`config.mk`:
```
export PLATFORM = sky130hd
export DESIGN_NAME = pred_file
export DESIGN_NICKNAME = d
export VERILOG_FILES = /design/src/rtl/pred_pkg.sv /design/src/rtl/pred_cmp_flags.sv /design/src/rtl/pred_wr_ctrl.sv /design/src/rtl/pred_bank.sv /design/src/rtl/pred_rd_port.sv /design/src/rtl/pred_file.sv
export SDC_FILE = /design/constraint.sdc
export NUM_CORES = 1
export LEC_CHECK = 0
export CORE_MARGIN = 3
export CORE_UTILIZATION = 55
export CTS_CLUSTER_SIZE = 25
export DETAILED_ROUTE_END_ITERATION = 10
export DONT_BUFFER_PORTS = 1
export PLACE_DENSITY_LB_ADDON = 0.3
export SLEW_MARGIN = 20
export SYNTH_ARGS = -nofsm -noshare
export SYNTH_HDL_FRONTEND = slang
export SYNTH_HIERARCHICAL = 1
export SYNTH_SLANG_ARGS = --single-unit
```
`constraint.sdc`:
```
create_clock -name clk -period 8.1 [get_ports clk]
set_clock_uncertainty 0.1 [all_clocks]
set_input_delay 1.215 -clock clk [delete_from_list [all_inputs] [get_ports clk]]
set_output_delay 1.215 -clock clk [all_outputs]
set_load 0.02 [all_outputs]
```
`src/rtl/pred_pkg.sv`:
```
package pred_pkg;

    typedef enum logic [2:0] {
        COND_EQ   = 3'd0,
        COND_NE   = 3'd1,
        COND_LT   = 3'd2,
        COND_LTU  = 3'd3,
        COND_LE   = 3'd4,
        COND_LEU  = 3'd5,
        COND_RSV6 = 3'd6,
        COND_RSV7 = 3'd7
    } cond_e;

    // Width-independent relation of two operands.
    typedef struct packed {
        logic eq;
        logic lt_s;
        logic lt_u;
    } cmp_flags_t;

    // Outcome of a compare: whether it writes, and the truth value.
    typedef struct packed {
        logic fire;
        logic truth;
    } cmp_result_t;

    function automatic cmp_result_t resolve_cond(input cond_e c, input cmp_flags_t f);
        cmp_result_t r;
        r.fire  = 1'b1;
        r.truth = 1'b0;
        case (c)
            COND_EQ:  r.truth = f.eq;
            COND_NE:  r.truth = ~f.eq;
            COND_LT:  r.truth = f.lt_s;
            COND_LTU: r.truth = f.lt_u;
            COND_LE:  r.truth = f.lt_s | f.eq;
            COND_LEU: r.truth = f.lt_u | f.eq;
            default:  r.fire  = 1'b0;
        endcase
        return r;
    endfunction

endpackage

```
`src/rtl/pred_cmp_flags.sv`:
```
module pred_cmp_flags
    import pred_pkg::*;
#(
    parameter int OPND_W = 32
) (
    input  logic [OPND_W-1:0] opnd_a,
    input  logic [OPND_W-1:0] opnd_b,
    output cmp_flags_t        flags
);
    always_comb begin
        flags.eq   = (opnd_a == opnd_b);
        flags.lt_s = ($signed(opnd_a) < $signed(opnd_b));
        flags.lt_u = (opnd_a < opnd_b);
    end
endmodule

```
`src/rtl/pred_wr_ctrl.sv`:
```
module pred_wr_ctrl
    import pred_pkg::*;
#(
    parameter int NUM_PREDS = 64,
    localparam int IDX_W = $clog2(NUM_PREDS)
) (
    input  logic                 req_valid,
    input  cond_e                cond,
    input  cmp_flags_t           flags,
    input  logic [IDX_W-1:0]     dst_t,
    input  logic [IDX_W-1:0]     dst_f,
    output logic [NUM_PREDS-1:1] wr_en,
    output logic [NUM_PREDS-1:1] wr_data
);
    cmp_result_t res;

    always_comb res = resolve_cond(cond, flags);

    for (genvar i = 1; i < NUM_PREDS; i++) begin : g_slot
        logic hit_t;
        logic hit_f;
        always_comb begin
            hit_t      = (dst_t == IDX_W'(i));
            hit_f      = (dst_f == IDX_W'(i));
            wr_en[i]   = req_valid & res.fire & (hit_t | hit_f);
            // true destination takes priority over the inverse
            wr_data[i] = hit_t ? res.truth : ~res.truth;
        end
    end
endmodule

```
`src/rtl/pred_bank.sv`:
```
module pred_bank #(
    parameter int NUM_PREDS = 64
) (
    input  logic                 clk,
    input  logic                 rst,
    input  logic [NUM_PREDS-1:1] wr_en,
    input  logic [NUM_PREDS-1:1] wr_data,
    output logic [NUM_PREDS-1:0] state
);
    assign state[0] = 1'b1;

    for (genvar i = 1; i < NUM_PREDS; i++) begin : g_reg
        always_ff @(posedge clk) begin
            if (rst)
                state[i] <= 1'b0;
            else if (wr_en[i])
                state[i] <= wr_data[i];
        end
    end
endmodule

```
`src/rtl/pred_rd_port.sv`:
```
module pred_rd_port #(
    parameter int NUM_PREDS = 64,
    localparam int IDX_W = $clog2(NUM_PREDS)
) (
    input  logic [NUM_PREDS-1:0] state,
    input  logic                 issue_valid,
    input  logic [IDX_W-1:0]     qp_idx,
    output logic                 commit
);
    assign commit = issue_valid & state[qp_idx];
endmodule

```
`src/rtl/pred_file.sv`:
```
module pred_file
    import pred_pkg::*;
#(
    parameter int NUM_PREDS = 64,
    parameter int OPND_W    = 32,
    parameter int NUM_RD    = 2,
    localparam int IDX_W = $clog2(NUM_PREDS)
) (
    input  logic                    clk,
    input  logic                    rst,
    input  logic                    cmp_valid,
    input  logic [2:0]              cmp_op,
    input  logic [OPND_W-1:0]       cmp_a,
    input  logic [OPND_W-1:0]       cmp_b,
    input  logic [IDX_W-1:0]        cmp_dst_t,
    input  logic [IDX_W-1:0]        cmp_dst_f,
    input  logic [NUM_RD-1:0]       rd_valid,
    input  logic [NUM_RD*IDX_W-1:0] rd_qp,
    output logic [NUM_RD-1:0]       rd_commit
);
    cmp_flags_t           flags;
    logic [NUM_PREDS-1:1] wr_en;
    logic [NUM_PREDS-1:1] wr_data;
    logic [NUM_PREDS-1:0] state;

    pred_cmp_flags #(.OPND_W(OPND_W)) i_flags (
        .opnd_a (cmp_a),
        .opnd_b (cmp_b),
        .flags  (flags)
    );

    pred_wr_ctrl #(.NUM_PREDS(NUM_PREDS)) i_wr (
        .req_valid (cmp_valid),
        .cond      (cond_e'(cmp_op)),
        .flags     (flags),
        .dst_t     (cmp_dst_t),
        .dst_f     (cmp_dst_f),
        .wr_en     (wr_en),
        .wr_data   (wr_data)
    );

    pred_bank #(.NUM_PREDS(NUM_PREDS)) i_bank (
        .clk     (clk),
        .rst     (rst),
        .wr_en   (wr_en),
        .wr_data (wr_data),
        .state   (state)
    );

    for (genvar k = 0; k < NUM_RD; k++) begin : g_rd
        pred_rd_port #(.NUM_PREDS(NUM_PREDS)) i_rd (
            .state       (state),
            .issue_valid (rd_valid[k]),
            .qp_idx      (rd_qp[k*IDX_W +: IDX_W]),
            .commit      (rd_commit[k])
        );
    end
endmodule

```
# Word-level counts from Yosys, hierarchy flattened
# Index checks and enable logic that the tools add are counted.
# word_totals
latchBits	0
mem_count	0
out_inout_bits	2
ff_bits	63
word_cells	403
inputBits	96
mem_bits_rw	0
rom_bits	0
# op_classes
reduce_logical	2
n_mux	69
add_sub_neg	0
shifts	0
n_div	0
order_cmp	4
eq_ne	132
n_bitwise	133
mul	0
# ops
operator	n
$eq 6x6->1 const B	64
$eq 6x5->1 const B	32
$eq 6x4->1 const B	16
$and 1x1->1	66
$mux 1	66
$or 1x1->1	65
$lt 32x32->1	2
$eq 6x3->1 const B	8
$eq 32x32->1	1
$eq 6x2->1 const B	4
$lt 6x7->1 const B	2
$bmux 1 s6	2
$eq 6x1->1 const B	2
$eq 3x2->1 const B	2
$eq 3x3->1 const B	2
$pmux 1 s6	1
$reduce_or 6->1	1
$eq 3x1->1 const B	1
$logic_not 3->1	1
$not 1->1	2

# Depth between registers and ports, before layout
# logic_depth
depth_word	5
mapped_depth	15
depth_no_buf	13

# Cells and area by module
# The synthesis kept the hierarchy.
# by_module_without_submodules
mod	cells_per_inst	seq_area_each_um2	area_per_inst_um2	instances
pred_bank	198	1261.2	2218.4	1
pred_wr_ctrl	341	0.0	1861.8	1
pred_rd_port	43	0.0	614.3	2
pred_cmp_flags	115	0.0	822.0	1

# Worst setup path after synthesis
# No wires, ideal clock.
# synth_timing
path_type	input -> register
from	input port cmp_b[25]
to	register i_bank.state[60]
setup_slack_ps	4177
path_buffers	2
path_stages	15
setup_ps	114
t_arrival_ps	3708
required_time_ps	7886
path_cell_list	inv_1 > ha_1 > a21o_1 > a221o_1 > a221o_1 > and2_4 > nor4_2 > o21bai_1 > a21oi_1 > o311ai_2 > buf_6 > buf_8 > xnor2_2 > mux2i_1 > nor2_1
# synth_lines
item	line	text
from (decl)	pred_file.sv:14	input logic [OPND_W-1:0] cmp_b,
to (signal, indexed assignment)	pred_bank.sv:17	state[i] <= wr_data[i];
to (decl)	pred_bank.sv:8	output logic [NUM_PREDS-1:0] state

==> impl_summary.md <==
Floorplan
The horizontal die dimension is 112 um. The die covers between 0.01 and 0.015 sq mm. The number of top-level pins is 98. The floorplan die height is 112 um. The core region is 0.0106 sq mm. The starting utilization of the core area is 57.8%.

The count of standard-cell rows is 37.

Yosys
Synthesis produced a netlist with a net count of 868. The post-synthesis compound-gate area fraction is 9.57%. The share of synthesized cell area in full adder, half adder and majority cells is 6.53%.

In the post-synthesis netlist, the biggest area contributors are dfxtp_1 (21%), mux4_1 (11%), mux2i_1 (10%). The flip-flop and latch count after synthesis is 63. In this run, synthesis inferred 0 flip-flops with an integrated enable.

The share of synthesized area spent on multiplexers is 25.5%. The post-synthesis cell type count is 44. The part of the Yosys area used for sequential elements is 20.6%. The share of flip-flops with an asynchronous set or reset after synthesis is 0%. The area share of the largest cell type after synthesis is between 20% and 30%. After Yosys synthesis, XOR and XNOR cells account for around a tenth of the synthesized area. The dominant cell type by area after synthesis is dfxtp_1.

The main combinational cell family by area after synthesis is multiplexers. The most instantiated flip-flop cell in the synthesis netlist is dfxtp_1. Synthesis produced 740 cells. The basic-gate share of the synthesized area counting and, or, nand and nor cells is 20.3%. Averaged over all synthesized cells, the footprint is between 8 and 9 sq um. The mapped netlist covers slightly above 0.006 sq mm. The number of warnings issued by yosys is 6.

Timing
The final max-slew violation count was 0. The worst path needs 4.24 ns of the cycle, external delays included. The count of endpoints failing hold in the final timing report is 0. Setup repair after global routing left no endpoint under its margin. For the pin with the worst max-slew slack, the measured transition is 1.15 ns. The relative slew slack is 22.8%. The maximum operating frequency is 236 MHz. The final clock period utilization by the worst path is a little over half.

Setup violations remaining at the end of the flow were counted as 0. The accumulated negative setup slack is 0 ns.

Power and ir drop
The worst supply voltage drop on vdd is 0.0657 mV. The leakage power is 2.28 nW. For this design the ratio of total power to cell area is 130 mW/mm^2. Total power for the finished layout comes to 0.000809 W.

Clock network
TritonCTS built the clock tree. The clock-pin transition on the worst setup and hold timing paths is 0.07 ns. The number of sinks on the clock net is 63.

The clock passes through at most 2 buffers. The post-cts hold buffer count is 0. The H-tree generated during clock tree synthesis spans 3 levels. After clock tree synthesis, the repair step resized 0 gates.

The buffers inserted during post-CTS setup optimization is 0. The TritonCTS buffer count is 9. The cell sitting at the root of the clock tree is a clkbuf_8. The clock reaches the later pin of the worst-skew pair after between 0.3 and 0.4 ns.

Routing
The detailed-routing iteration count for the pre-antenna-repair pass is 5. Dividing the detail-routed wire length by the instance count gives 19.2 um. The aggregate routed wire length is ~16000 um. After detailed routing, the number of remaining DRC violations is 0. The post-detailed-route via-to-cell ratio is 6.28. Detailed routing inserted a total of 5324 vias. The detailed router finished its first iteration with 524 violations. In this run the remaining antenna-violating nets after routing total 0.

Critical path
The maximum net fanout on the critical path is 63. STA classifies the critical path startpoint as an input pin. The critical path goes through inv_1 -> ha_1 -> a21o_1 -> a221o_1 -> a221o_1 -> and2_4 -> nor4_2 -> o21bai_1 -> a21oi_1 -> o311ai_4 -> buf_4 -> xnor2_1 -> mux2i_1 -> nor2_1. The source of the critical timing path is cmp_b[25]. The worst register-to-register path ends at i_bank/state[55]. The slowest library cell on the worst path is buf_4.

In this design, the stage delay of the slowest critical-path cell is 0.43 ns. The worst path arrival time is 4.38 ns. Counting stages on the worst path, the most repeated cell is a221o_1. Setup slack on the worst reg-to-reg path comes out at 7.34 ns. In this run the number of cells on the critical path is 14.

The combined buffer and inverter count along the critical path is 2. The sort of element at the end of the critical path is a flop. The startpoint of the lowest-slack register-to-register path is i_bank/state[55]. The dominant delay contributor by cell family on the critical path is compound AO/OA/AOI/OAI gates. The worst path required time is 8.24 ns.

The most critical setup path has its endpoint at i_bank/state[43]. The cell count of the worst reg-to-reg path is 2. The classification of the worst setup path is input pin to flop.

Placed design
The half-perimeter wire length after detailed placement is between 10000 and 15000 um. The number of I/O port buffers is 0. The routability congestion estimate from global placement is 0.930.

GRT
The via count of the first global-routing pass came to between 5000 and 6000. The total overflow left after global routing is 0. The largest net degree at the start of global routing is 64. The initial antenna violation count is 0. In the global route stage, overall resource usage came out at 25.8%.

The first global-routing pass estimated 26100 um of wire.

Status
The run finished with clean final reports.

Layout
The top cell types in the final layout, fill and taps aside, are nand2_1 (144), nor2_1 (90), a21oi_1 (74). The largest registers in the layout are i_bank/state (63). The area growth from synthesis to layout is 1.51%. The number of nets in the layout is about 840. Ranked by flip-flop count, first place goes to i_bank/state. The most common cell after layout, fill and taps aside is nand2_1.

The total inserted antenna cells is 0. The flip-flop count of the largest register after layout is 63. The share of final-layout standard cells stronger than drive strength 1 is ~6.3%. The number of fill cells is 937.

Run
The tool flagged a number of max-cap violations equal to 0.

Min path
The path class of the tightest hold or removal check is flop to flop.
-- how the worst min path moves through the flow --
| stage | start | end | slack, ns | cells past startpoint |
|---|---|---|---|---|
| floorplan | i_bank/state[17] | i_bank/state[17] | 0.37 | 2 |
| global placement | i_bank/state[59] | i_bank/state[59] | 0.38 | 2 |
| detailed placement | i_bank/state[59] | i_bank/state[59] | 0.40 | 2 |
| CTS | i_bank/state[51] | i_bank/state[51] | 0.42 | 2 |
| global route | i_bank/state[48] | i_bank/state[48] | 0.45 | 2 |
| finish | i_bank/state[51] | i_bank/state[51] | 0.41 | 2 |
-- where the power goes --
group          internal [W]  switching, W
clock              0.000182      0.000135
sequential         0.000312    0.00000209
combinational     0.0000792     0.0000981
-- area by class of cell --
cell class	instances	area, sq um	area share [%]
Timing Repair Buffer	1	7.51	0.121
Clock inverter	5	81.3	1.31
Clock buffer	11	141	2.27
Sequential cell	63	1260	20.3
Multi-Input combinational cell	595	4420	71.1
Tap cell	136	170	2.73
Inverter	37	139	2.23
-- Yosys cell counts, drive strengths merged, types with 4 or more instances --
| cell | n |
|---|---|
| a21oi | 74 |
| and2 | 6 |
| buf | 30 |
| clkbuf | 15 |
| dfxtp | 63 |
| ha | 32 |
| inv | 37 |
| mux2 | 6 |
| mux2i | 63 |
| mux4 | 34 |
| nand2 | 145 |
| nand2b | 10 |
| nand3 | 6 |
| nand4 | 6 |
| nor2 | 91 |
| nor2b | 11 |
| nor3 | 15 |
| nor4 | 4 |
| xnor2 | 63 |
-- cells by family (layout without fill, tap and decap cells) --
group                      count (synthesis)  after routing
muxes                                    103            103
AOI/OAI and AO/OA                        100            100
DFF                                       63             63
other                                      1              1
adders and majority gates                 32             32
and+or+nand+nor                          295            295
xor gates and xnor gates                  64             64
buffers and inverters                     82             54
-- worst register-to-register path, delay by kind of cell (launching register included) --
| family | cells | cell delay (ns) |
|---|---|---|
| and+or+nand+nor | 1 | 0.06 |
| DFF | 1 | 0.34 |
| muxes | 1 | 0.15 |
-- stage by stage --
step                      instance area (sq um)  instances  setup WS, ns  util (%)  hold slack [ns]
after floorplan                            6130        740          4.18         -            0.366
after global placement                     5980        832          3.67      56.4            0.384
after detailed placement                   5990        832          3.56      56.5            0.399
after CTS                                  6210        848          3.93      58.6            0.417
after global routing                       6220        848          3.57      58.7            0.448
final                                      6220        848          3.86      58.7            0.407
-- routing by layer --
metal | share of wire [%] | wire length (um) | global-route usage (%) | up-vias
li1 | - | - | - | 2502
met1 | 40 | 6500 | 32.9 | 2520
met2 | 47 | 7690 | 42.4 | 271
met3 | 11 | 1770 | 7.55 | 31
met4 | 1.9 | 305 | 8.27 | 0
met5 | 0 | 0 | 0 | -
Note: power is estimated with default switching activity, not from simulation.
